[src/rtl/f2i_pkg.sv]
package f2i_pkg;
    // Classes of an input word, decided from its exponent field.
    typedef enum logic [1:0] {
        FC_SUB  = 2'd0,   // zero or subnormal
        FC_NORM = 2'd1,
        FC_INF  = 2'd2,
        FC_NAN  = 2'd3
    } fp_class_e;
endpackage

[src/rtl/f2i_classify.sv]
module f2i_classify
    import f2i_pkg::*;
#(
    parameter int EXP_W  = 8,
    parameter int FRAC_W = 23,
    localparam int WORD_W = 1 + EXP_W + FRAC_W
) (
    input  logic [WORD_W-1:0] word_i,
    output logic              sign_o,
    output logic [EXP_W-1:0]  exp_o,
    output logic [FRAC_W-1:0] frac_o,
    output fp_class_e         cls_o
);
    always_comb begin
        sign_o = word_i[WORD_W-1];
        exp_o  = word_i[FRAC_W +: EXP_W];
        frac_o = word_i[FRAC_W-1:0];
        if (exp_o == '0)
            cls_o = FC_SUB;
        else if (exp_o == '1)
            cls_o = (frac_o == '0) ? FC_INF : FC_NAN;
        else
            cls_o = FC_NORM;
    end
endmodule

[src/rtl/f2i_magnitude.sv]
module f2i_magnitude #(
    parameter int EXP_W  = 8,
    parameter int FRAC_W = 23,
    parameter int INT_W  = 32
) (
    input  logic [EXP_W-1:0]  exp_i,
    input  logic [FRAC_W-1:0] frac_i,
    output logic [INT_W-1:0]  mag_o,
    output logic              tiny_o,   // |value| < 1
    output logic              big_o,    // |value| >= 2^(INT_W-1)
    output logic              at_min_o  // |value| == 2^(INT_W-1) exactly
);
    localparam int EW = EXP_W + 2;
    localparam logic signed [EW-1:0] BIAS_S = EW'((2 ** (EXP_W - 1)) - 1);
    localparam logic signed [EW-1:0] TOP_S  = EW'(INT_W - 1);
    localparam logic signed [EW-1:0] FR_S   = EW'(FRAC_W);

    logic signed [EW-1:0] ue_s;
    logic [INT_W-1:0]     sig_w;

    always_comb begin
        ue_s     = $signed({2'b00, exp_i}) - BIAS_S;
        sig_w    = {{(INT_W - FRAC_W - 1){1'b0}}, 1'b1, frac_i};
        tiny_o   = (ue_s < 0);
        big_o    = (ue_s >= TOP_S);
        at_min_o = (ue_s == TOP_S) && (frac_i == '0);
        mag_o    = '0;
        if (!tiny_o && !big_o) begin
            if (ue_s >= FR_S)
                mag_o = sig_w << (ue_s - FR_S);
            else
                mag_o = sig_w >> (FR_S - ue_s);
        end
    end
endmodule

[src/rtl/f2i_negate.sv]
module f2i_negate #(
    parameter int W = 32
) (
    input  logic         neg_i,
    input  logic [W-1:0] mag_i,
    output logic [W-1:0] val_o
);
    always_comb val_o = neg_i ? (~mag_i + W'(1)) : mag_i;
endmodule

[src/rtl/f2i_conv.sv]
module f2i_conv
    import f2i_pkg::*;
#(
    parameter int EXP_W  = 8,
    parameter int FRAC_W = 23,
    parameter int INT_W  = 32,
    localparam int WORD_W = 1 + EXP_W + FRAC_W
) (
    input  logic              clk,
    input  logic              rst,
    input  logic              in_vld,
    input  logic [WORD_W-1:0] in_word,
    output logic              out_vld,
    output logic [INT_W-1:0]  out_int,
    output logic              out_nan,
    output logic              out_inf,
    output logic              out_ovf
);
    localparam logic [INT_W-1:0] MIN_V = {1'b1, {(INT_W-1){1'b0}}};

    typedef struct packed {
        logic             vld;
        logic [INT_W-1:0] val;
        logic             nan;
        logic             inf;
        logic             ovf;
    } res_t;

    res_t res_d, res_q;

    logic              sgn;
    logic [EXP_W-1:0]  expf;
    logic [FRAC_W-1:0] frac;
    fp_class_e         cls;
    logic [INT_W-1:0]  mag, sval;
    logic              tiny, big, at_min;

    f2i_classify #(.EXP_W(EXP_W), .FRAC_W(FRAC_W)) u_cls (
        .word_i(in_word), .sign_o(sgn), .exp_o(expf), .frac_o(frac), .cls_o(cls)
    );

    f2i_magnitude #(.EXP_W(EXP_W), .FRAC_W(FRAC_W), .INT_W(INT_W)) u_mag (
        .exp_i(expf), .frac_i(frac), .mag_o(mag),
        .tiny_o(tiny), .big_o(big), .at_min_o(at_min)
    );

    f2i_negate #(.W(INT_W)) u_neg (.neg_i(sgn), .mag_i(mag), .val_o(sval));

    always_comb begin
        res_d     = res_q;
        res_d.vld = in_vld;
        if (in_vld) begin
            res_d.val = '0;
            res_d.nan = 1'b0;
            res_d.inf = 1'b0;
            res_d.ovf = 1'b0;
            unique case (cls)
                FC_SUB: begin end
                FC_INF: begin
                    res_d.inf = 1'b1;
                    res_d.val = MIN_V;
                end
                FC_NAN: begin
                    res_d.nan = 1'b1;
                    res_d.val = MIN_V;
                end
                default: begin
                    if (big) begin
                        res_d.val = MIN_V;
                        res_d.ovf = !(sgn && at_min);
                    end else if (!tiny) begin
                        res_d.val = sval;
                    end
                end
            endcase
        end
    end

    always_ff @(posedge clk) begin
        if (rst)
            res_q.vld <= 1'b0;
        else
            res_q <= res_d;
    end

    assign out_vld = res_q.vld;
    assign out_int = res_q.val;
    assign out_nan = res_q.nan;
    assign out_inf = res_q.inf;
    assign out_ovf = res_q.ovf;


    vld_follow_chk: assert property (@(posedge clk) disable iff (rst)
        in_vld |=> out_vld);

    vld_idle_chk: assert property (@(posedge clk) disable iff (rst)
        !in_vld |=> !out_vld);

    flag_min_chk: assert property (@(posedge clk) disable iff (rst)
        (out_vld && (out_nan || out_inf || out_ovf)) |-> (out_int == MIN_V));

    one_flag_chk: assert property (@(posedge clk) disable iff (rst)
        out_vld |-> $onehot0({out_nan, out_inf, out_ovf}));

    zero_exp_chk: assert property (@(posedge clk) disable iff (rst)
        (in_vld && in_word[FRAC_W +: EXP_W] == '0) |=>
        (out_int == '0 && !out_nan && !out_inf && !out_ovf));

    pos_sign_chk: assert property (@(posedge clk) disable iff (rst)
        (in_vld && !in_word[WORD_W-1] && in_word[FRAC_W +: EXP_W] != '1) |=>
        (!out_int[INT_W-1] || out_ovf));

    hold_chk: assert property (@(posedge clk) disable iff (rst)
        !in_vld |=> ($stable(out_int) && $stable({out_nan, out_inf, out_ovf})));
endmodule

[config.mk]
export PLATFORM = sky130hd
export DESIGN_NAME = f2i_conv
export DESIGN_NICKNAME = d
export VERILOG_FILES = /design/src/rtl/f2i_pkg.sv /design/src/rtl/f2i_classify.sv /design/src/rtl/f2i_magnitude.sv /design/src/rtl/f2i_negate.sv /design/src/rtl/f2i_conv.sv
export SDC_FILE = /design/constraint.sdc
export NUM_CORES = 1
export LEC_CHECK = 0
export BUFFER_PORTS_ARGS = -buffer_cell sky130_fd_sc_hd__buf_2
export CAP_MARGIN = 30
export CELL_PAD_IN_SITES_DETAIL_PLACEMENT = 1
export CELL_PAD_IN_SITES_GLOBAL_PLACEMENT = 1
export CORE_ASPECT_RATIO = 1.2
export CORE_MARGIN = 3
export CORE_UTILIZATION = 31
export CTS_BUF_LIST = sky130_fd_sc_hd__clkbuf_8
export DETAILED_ROUTE_END_ITERATION = 10
export PLACE_DENSITY_LB_ADDON = 0.1
export SYNTH_ARGS = -nofsm -noshare
export SYNTH_HDL_FRONTEND = slang
export SYNTH_SLANG_ARGS = --single-unit
[constraint.sdc]
create_clock -name clk -period 7.2 [get_ports clk]
set_input_delay 0 -clock clk [delete_from_list [all_inputs] [get_ports clk]]
set_output_delay 0 -clock clk [all_outputs]
set_load 0.01 [all_outputs]
==> results of run 1 <==
-- per-layer routing --
metal  part of all wire  global-route usage
met3              0.035             0.01885
met4              0.037             0.09028
met2               0.50              0.4522
met5                  0                   0
met1               0.42              0.3292
-- cell families (layout without fill, tap and decap cells) --
kind of cell / count (synthesis) / in the layout / synth area share
simple gates: 285 / 285 / 0.2243
compound gates: 215 / 215 / 0.2306
mux: 116 / 116 / 0.2501
buf+inv: 81 / 115 / 0.05444
xor+xnor: 37 / 37 / 0.05404
flops: 36 / 36 / 0.1688
fa+ha+maj: 9 / 9 / 0.01775
-- Yosys cell counts, types with 12 or more instances --
master,instances
a21oi_1,42
clkbuf_1,35
nor2_1,75
mux2i_1,55
nand3_1,23
a31oi_1,14
o21ai_0,43
buf_2,15
nor3_1,21
edfxtp_1,35
mux2_2,30
inv_1,17
mux4_2,31
nand4_1,15
xnor2_1,25
o31ai_1,12
nor4_1,13
nand2_1,76
-- final timing paths --
path,start,end,slack [ns],cells after the start
setup / recovery,in_word[23],out_int[18],1.61,19
hold / removal,in_word[30],out_nan,0.27,3
-- report_power, final --
part | leakage [nW] | switching (mW) | internal, mW
clock network | 0.0453 | 0.0738 | 0.0662
registers | 0.298 | 0.00329 | 0.244
logic | 2.18 | 0.358 | 0.201
total | 2.53 | 0.435 | 0.511
-- registers in the layout (all words and copies together) (netlist names) --
name,cells
out_nan,1
out_int,32
out_ovf,1
out_vld,1
out_inf,1
-- metrics by stage --
stage | utilization | cell area (um2) | setup slack, ns | hold slack (ns) | total power, mW
after floorplan | - | 6344 | 2.700 | 0.07161 | 0.6181
after global placement | 0.3464 | 6868 | 1.549 | 0.2073 | 0.7999
after detailed placement | 0.3466 | 6873 | 1.392 | 0.2176 | 0.8030
after CTS | 0.3519 | 6978 | 1.672 | 0.2511 | 0.9428
after global routing | 0.3519 | 6978 | 1.046 | 0.2911 | 1.000
final | 0.3519 | 6978 | 1.611 | 0.2736 | 0.9462
-- cell type report --
type	instances	area share
timing repair buffer	87	0.06921
clock inverter	3	0.002331
inverter	20	0.01076
sequential	36	0.1535
tap	261	0.04680
clock buffer	5	0.009862
multi-input combinational	662	0.7075
-- timing repair --
action,CTS,global route
hold buffers,2,0
setup buffers,0,0
endpoints found under the hold margin,1,0
==> results_dict.tcl, run 1 <==
set metrics [dict create \
    fin_crit_ns 5.589 \
    synth_area_leader_cell "edfxtp_1" \
    n_fill_cell 2424 \
    syn_nets 823 \
    syn_to_final_growth_pct 10.00 \
    fin_nets 856 \
    async_flop_share 0 \
    synth_area_mm2 0.006344 \
    rsz0062_at_grt "false" \
    grt_overflow 0 \
    track_usage 0.2571 \
    tns_ns 0 \
    yosysTopAreaCellShare 0.1657 \
    fmax_mhz 178.9 \
    setup_viol 0 \
    wl_um 28530 \
    root_buffer "clkbuf_8" \
    synth_flop_cell "edfxtp_1" \
    post-dp-hpwl_um 23500 \
    max_slew.worst_pin.slew_ns 1.009 \
    ys_top_cells_by_area "edfxtp_1, mux4_2, mux2i_1" \
    grt_pass1_wl_um 43770 \
    cp.required_ns 7.22 \
    cts_resized 0 \
    first_pass_iters 5 \
    max_stage_delay_ns 0.82 \
    clock_sinks 36 \
    crit_family "simple AND/OR/NAND/NOR gates" \
    hold_path.class "input port to flip-flop" \
    cts_buffers 5 \
    diodes 0 \
    layout_common_cells "nand2_1, nor2_1, buf_2, mux2i_1, o21ai_0" \
    route.detailed.drc 0 \
    clockBufferDepth 2 \
    cpMaxStageDelayCell "nor4_1" \
    stdcell_count 1074 \
    netlist-cell-type-count 87 \
    arrival_ns 5.61 \
    power_density_mw_per_mm2 135.6 \
    synth-edff-count 35 \
    pin_count 71 \
    via_per_inst 6.144 \
    grt_max_degree 76 \
    crit_type "input port to flip-flop" \
    vdd_ir_drop_max_uv 81.76 \
    place_congestion 0.9332 \
    dp.cells 1064 \
    worst_slew_margin_rel 0.3223 \
    seqCellArea_mm2 0.001071 \
    portBuffers 70 \
    maxSlewViolCount 0 \
    core_area_mm2 0.01983 \
    synth_seq_area_share 0.1688 \
    dieArea_mm2 0.02222 \
    path_cells "buf_4, buf_4, and3b_1, nor2_1, buf_4, inv_2, ha_1, a31o_2, xnor2_1, nor4_1, a41oi_1, nor4_1, inv_1, ha_1, nor3b_1, nand4bb_1, and3b_1, a31oi_1, mux2i_1" \
    multi_input_area_mm2 0.004937 \
    critPathLaunchType "input port" \
    worstSetupEndpointType "flip-flop" \
    vias 6599 \
    cp_max_fo 75 \
    ant_nets 0 \
    yosysWarnings 0 \
    run_status "finished, final reports clean" \
    initial_core_util 0.3199 \
    htreeDepth 2 \
    grt_pass1_vias 6759 \
    route.detailed.wl_per_inst_um 26.57 \
    cpMostUsedCell "buf_4" \
    antenna_found_initial 0 \
    syn_inst 779 \
    crit_buf_inv 5 \
    hold_viol 0 \
    drtIter0Drc 353 \
    die_y_um 162.7 \
    cts_tree "built" \
    fin_crit_sh 0.7763 \
    rows 56 \
    synth-seq-cells 36 \
    drv_cap 0 \
    layout_commonest_cell "nand2_1" \
    power.leakage_nw 2.527 \
    avgSynthCellArea_um2 8.143 \
    fp.dieW_um 136.6 \
    drive_above_1_share 0.2189 \
    clkTransAtPathRegs_ns 0.07 \
]
(Power assumes the default switching activity.)
==> run 2: changes to the inputs <==
Settings changed: ABC_AREA set to 1.
Clock period 7.2 ns to 5.6 ns, I/O delays scaled along.
==> run 2 against run 1 <==
  * Combinational power up 34%
  * Critical endpoint is now out_int[28]
  * Count of clock-buffer cells in the layout rose by 1
  * Critical path type unchanged
  * Largest cell class unchanged
  * Critical path depth is 11 higher
  * Die area fell by 1.5%
  * Routed wire length is 8.7% lower
==> results_dict.tcl, run 2 <==
set metrics [dict create \
    run_status "finished, final reports clean" \
    clkPwrFrac 0.153 \
    drtIter0Drc 500 \
    netlist-cell-type-count 40 \
    htreeDepth 2 \
    hold_viol 0 \
    root_buffer "clkbuf_8" \
    vias 7825 \
    grt_max_degree 39 \
    die_y_um 161.4 \
    antenna_found_initial 0 \
    first_pass_iters 5 \
    yosys-top-cells-count "nand2_1, nand3_1, nor2_1" \
    layout_common_cells "nand2_1, nand3_1, nor2_1, nand4_1, inv_1" \
    post-dp-hpwl_um 21050 \
    route.detailed.wl_per_inst_um 17.96 \
    pin_count 71 \
    cts_setup_buffers 0 \
    syn_inst 1162 \
    power.leakage_nw 3.496 \
    hold_path.class "input port to flip-flop" \
    synth_seq_area_share 0.1716 \
    place_ws_ns 0.6169 \
    synth_area_mm2 0.006242 \
    synth_area_leader_cell "nand2_1" \
    hold_buffers 2 \
    fin_nets 1233 \
    fp.dieW_um 135.5 \
    arrival_ns 4.71 \
    dieArea_mm2 0.02188 \
    ys_top_cells_by_area "nand2_1, edfxtp_1, nand3_1" \
    cts_buffers 5 \
    comb_power_share 0.590 \
    yosysMostFrequentCell "nand2_1" \
    avgSynthCellArea_um2 5.372 \
    cp.required_ns 5.65 \
    grt_pass1_vias 7578 \
    yosysWarnings 0 \
    drive_above_1_share 0.1118 \
    cp_max_fo 35 \
    max_slew.worst_pin.slew_ns 1.006 \
    worstSetupEndpointType "flip-flop" \
    p_int_mw 0.6308 \
    initial_core_util 0.3170 \
    dp.cells 1441 \
    syn_to_final_growth_pct 9.701 \
    fin_crit_sh 0.8321 \
    synth-edff-count 35 \
    yosysTopAreaCellShare 0.2520 \
    tns_ns 0 \
    clock_sinks 36 \
    critPathLaunchType "input port" \
    switchingPower_mw 0.6414 \
    track_usage 0.2359 \
    largest_register_ffs 32 \
    grt_overflow 0 \
    drv_cap 0 \
    fin_crit_ns 4.660 \
    crit_type "input port to flip-flop" \
    async_flop_share 0 \
    layout_commonest_cell "nand2_1" \
    maxSlewViolCount 0 \
    rows 56 \
    syn_nets 1206 \
    portBuffers 70 \
    stdcell_count 1451 \
    place_congestion 0.9126 \
    cts_tree "built" \
    setup_viol 0 \
    synth-seq-cells 36 \
    ant_nets 0 \
    switching_share 0.5042 \
    synth_flop_cell "edfxtp_1" \
    p_seq_frac 0.258 \
    cpMaxStageDelayCell "nor2_4" \
    wl_um 26050 \
    vdd_ir_drop_max_uv 76.40 \
    clkTransAtPathRegs_ns 0.08 \
    cts_resized 0 \
    max_stage_delay_ns 0.59 \
    cpMostUsedCell "nand2_1" \
    route.detailed.drc 0 \
    grt_pass1_wl_um 41140 \
    core_area_mm2 0.01969 \
    worst_slew_margin_rel 0.3289 \
    clockBufferDepth 2 \
    power_density_mw_per_mm2 185.8 \
    fmax_mhz 214.6 \
    diodes 0 \
    rsz0062_at_grt "false" \
    via_per_inst 5.393 \
    worst_slack_ns 0.9404 \
]
-- run 2: final cells by class --
class	instances	area, um2
repair buffers	86	475.5
clock inverters	2	11.26
fillers	2766	12840
clock buffers	6	82.58
multi-input cells	961	4509
flip-flops and latches	36	1071
inverters	99	371.6
well taps	261	326.6
-- run 2: kinds of logic after synthesis --
| group | Yosys count | synth area share |
|---|---|---|
| xor+xnor | 9 | 0.01263 |
| compound gates | 97 | 0.08178 |
| simple gates | 846 | 0.6087 |
| flops | 36 | 0.1716 |
| fa+ha+maj | 9 | 0.01804 |
| buf+inv | 165 | 0.1072 |
-- run 2: final timing paths --
check / cells after the start / slack (ns) / start / to
worst max-delay path: 30 / 0.94 / in_word[24] / out_int[28]
worst min-delay path: 3 / 0.20 / in_word[30] / out_inf
-- run 2: through the flow --
| stage | total power [mW] | util | instance area [um2] | hold slack [ns] |
|---|---|---|---|---|
| 3_3_place_gp | 1.074 | 0.3420 | 6734 | 0.2108 |
| 4_1_cts | 1.274 | 0.3478 | 6848 | 0.2101 |
| 2_1_floorplan | 0.8568 | - | 6242 | 0.07238 |
| 3_5_place_dp | 1.078 | 0.3420 | 6734 | 0.2154 |
| 5_1_grt | 1.378 | 0.3478 | 6848 | 0.2362 |
| 6_report | 1.272 | 0.3478 | 6848 | 0.2037 |
-- run 2: power by group through the flow --
stage,Combinational (mW),Clock (mW),Sequential (mW)
after detailed placement,0.744,0,0.335
final,0.750,0.194,0.328
after global routing,0.842,0.206,0.330
after global placement,0.739,0,0.335
after floorplan,0.509,0,0.348
after CTS,0.748,0.197,0.329
-- run 2: critical path, delay by kind of cell --
kind | cells | cell delay, ns
buffers and inverters | 3 | 0.68
AO/OA/AOI/OAI | 1 | 0.17
AND/OR/NAND/NOR | 23 | 3.09
adder cells (fa/ha/maj) | 3 | 0.76
-- run 2: per-layer routing --
layer / track usage / part of all wire
met4: 0.06416 / 0.026
met3: 0.01184 / 0.025
met5: 0 / 0
met1: 0.3122 / 0.45
met2: 0.4164 / 0.49
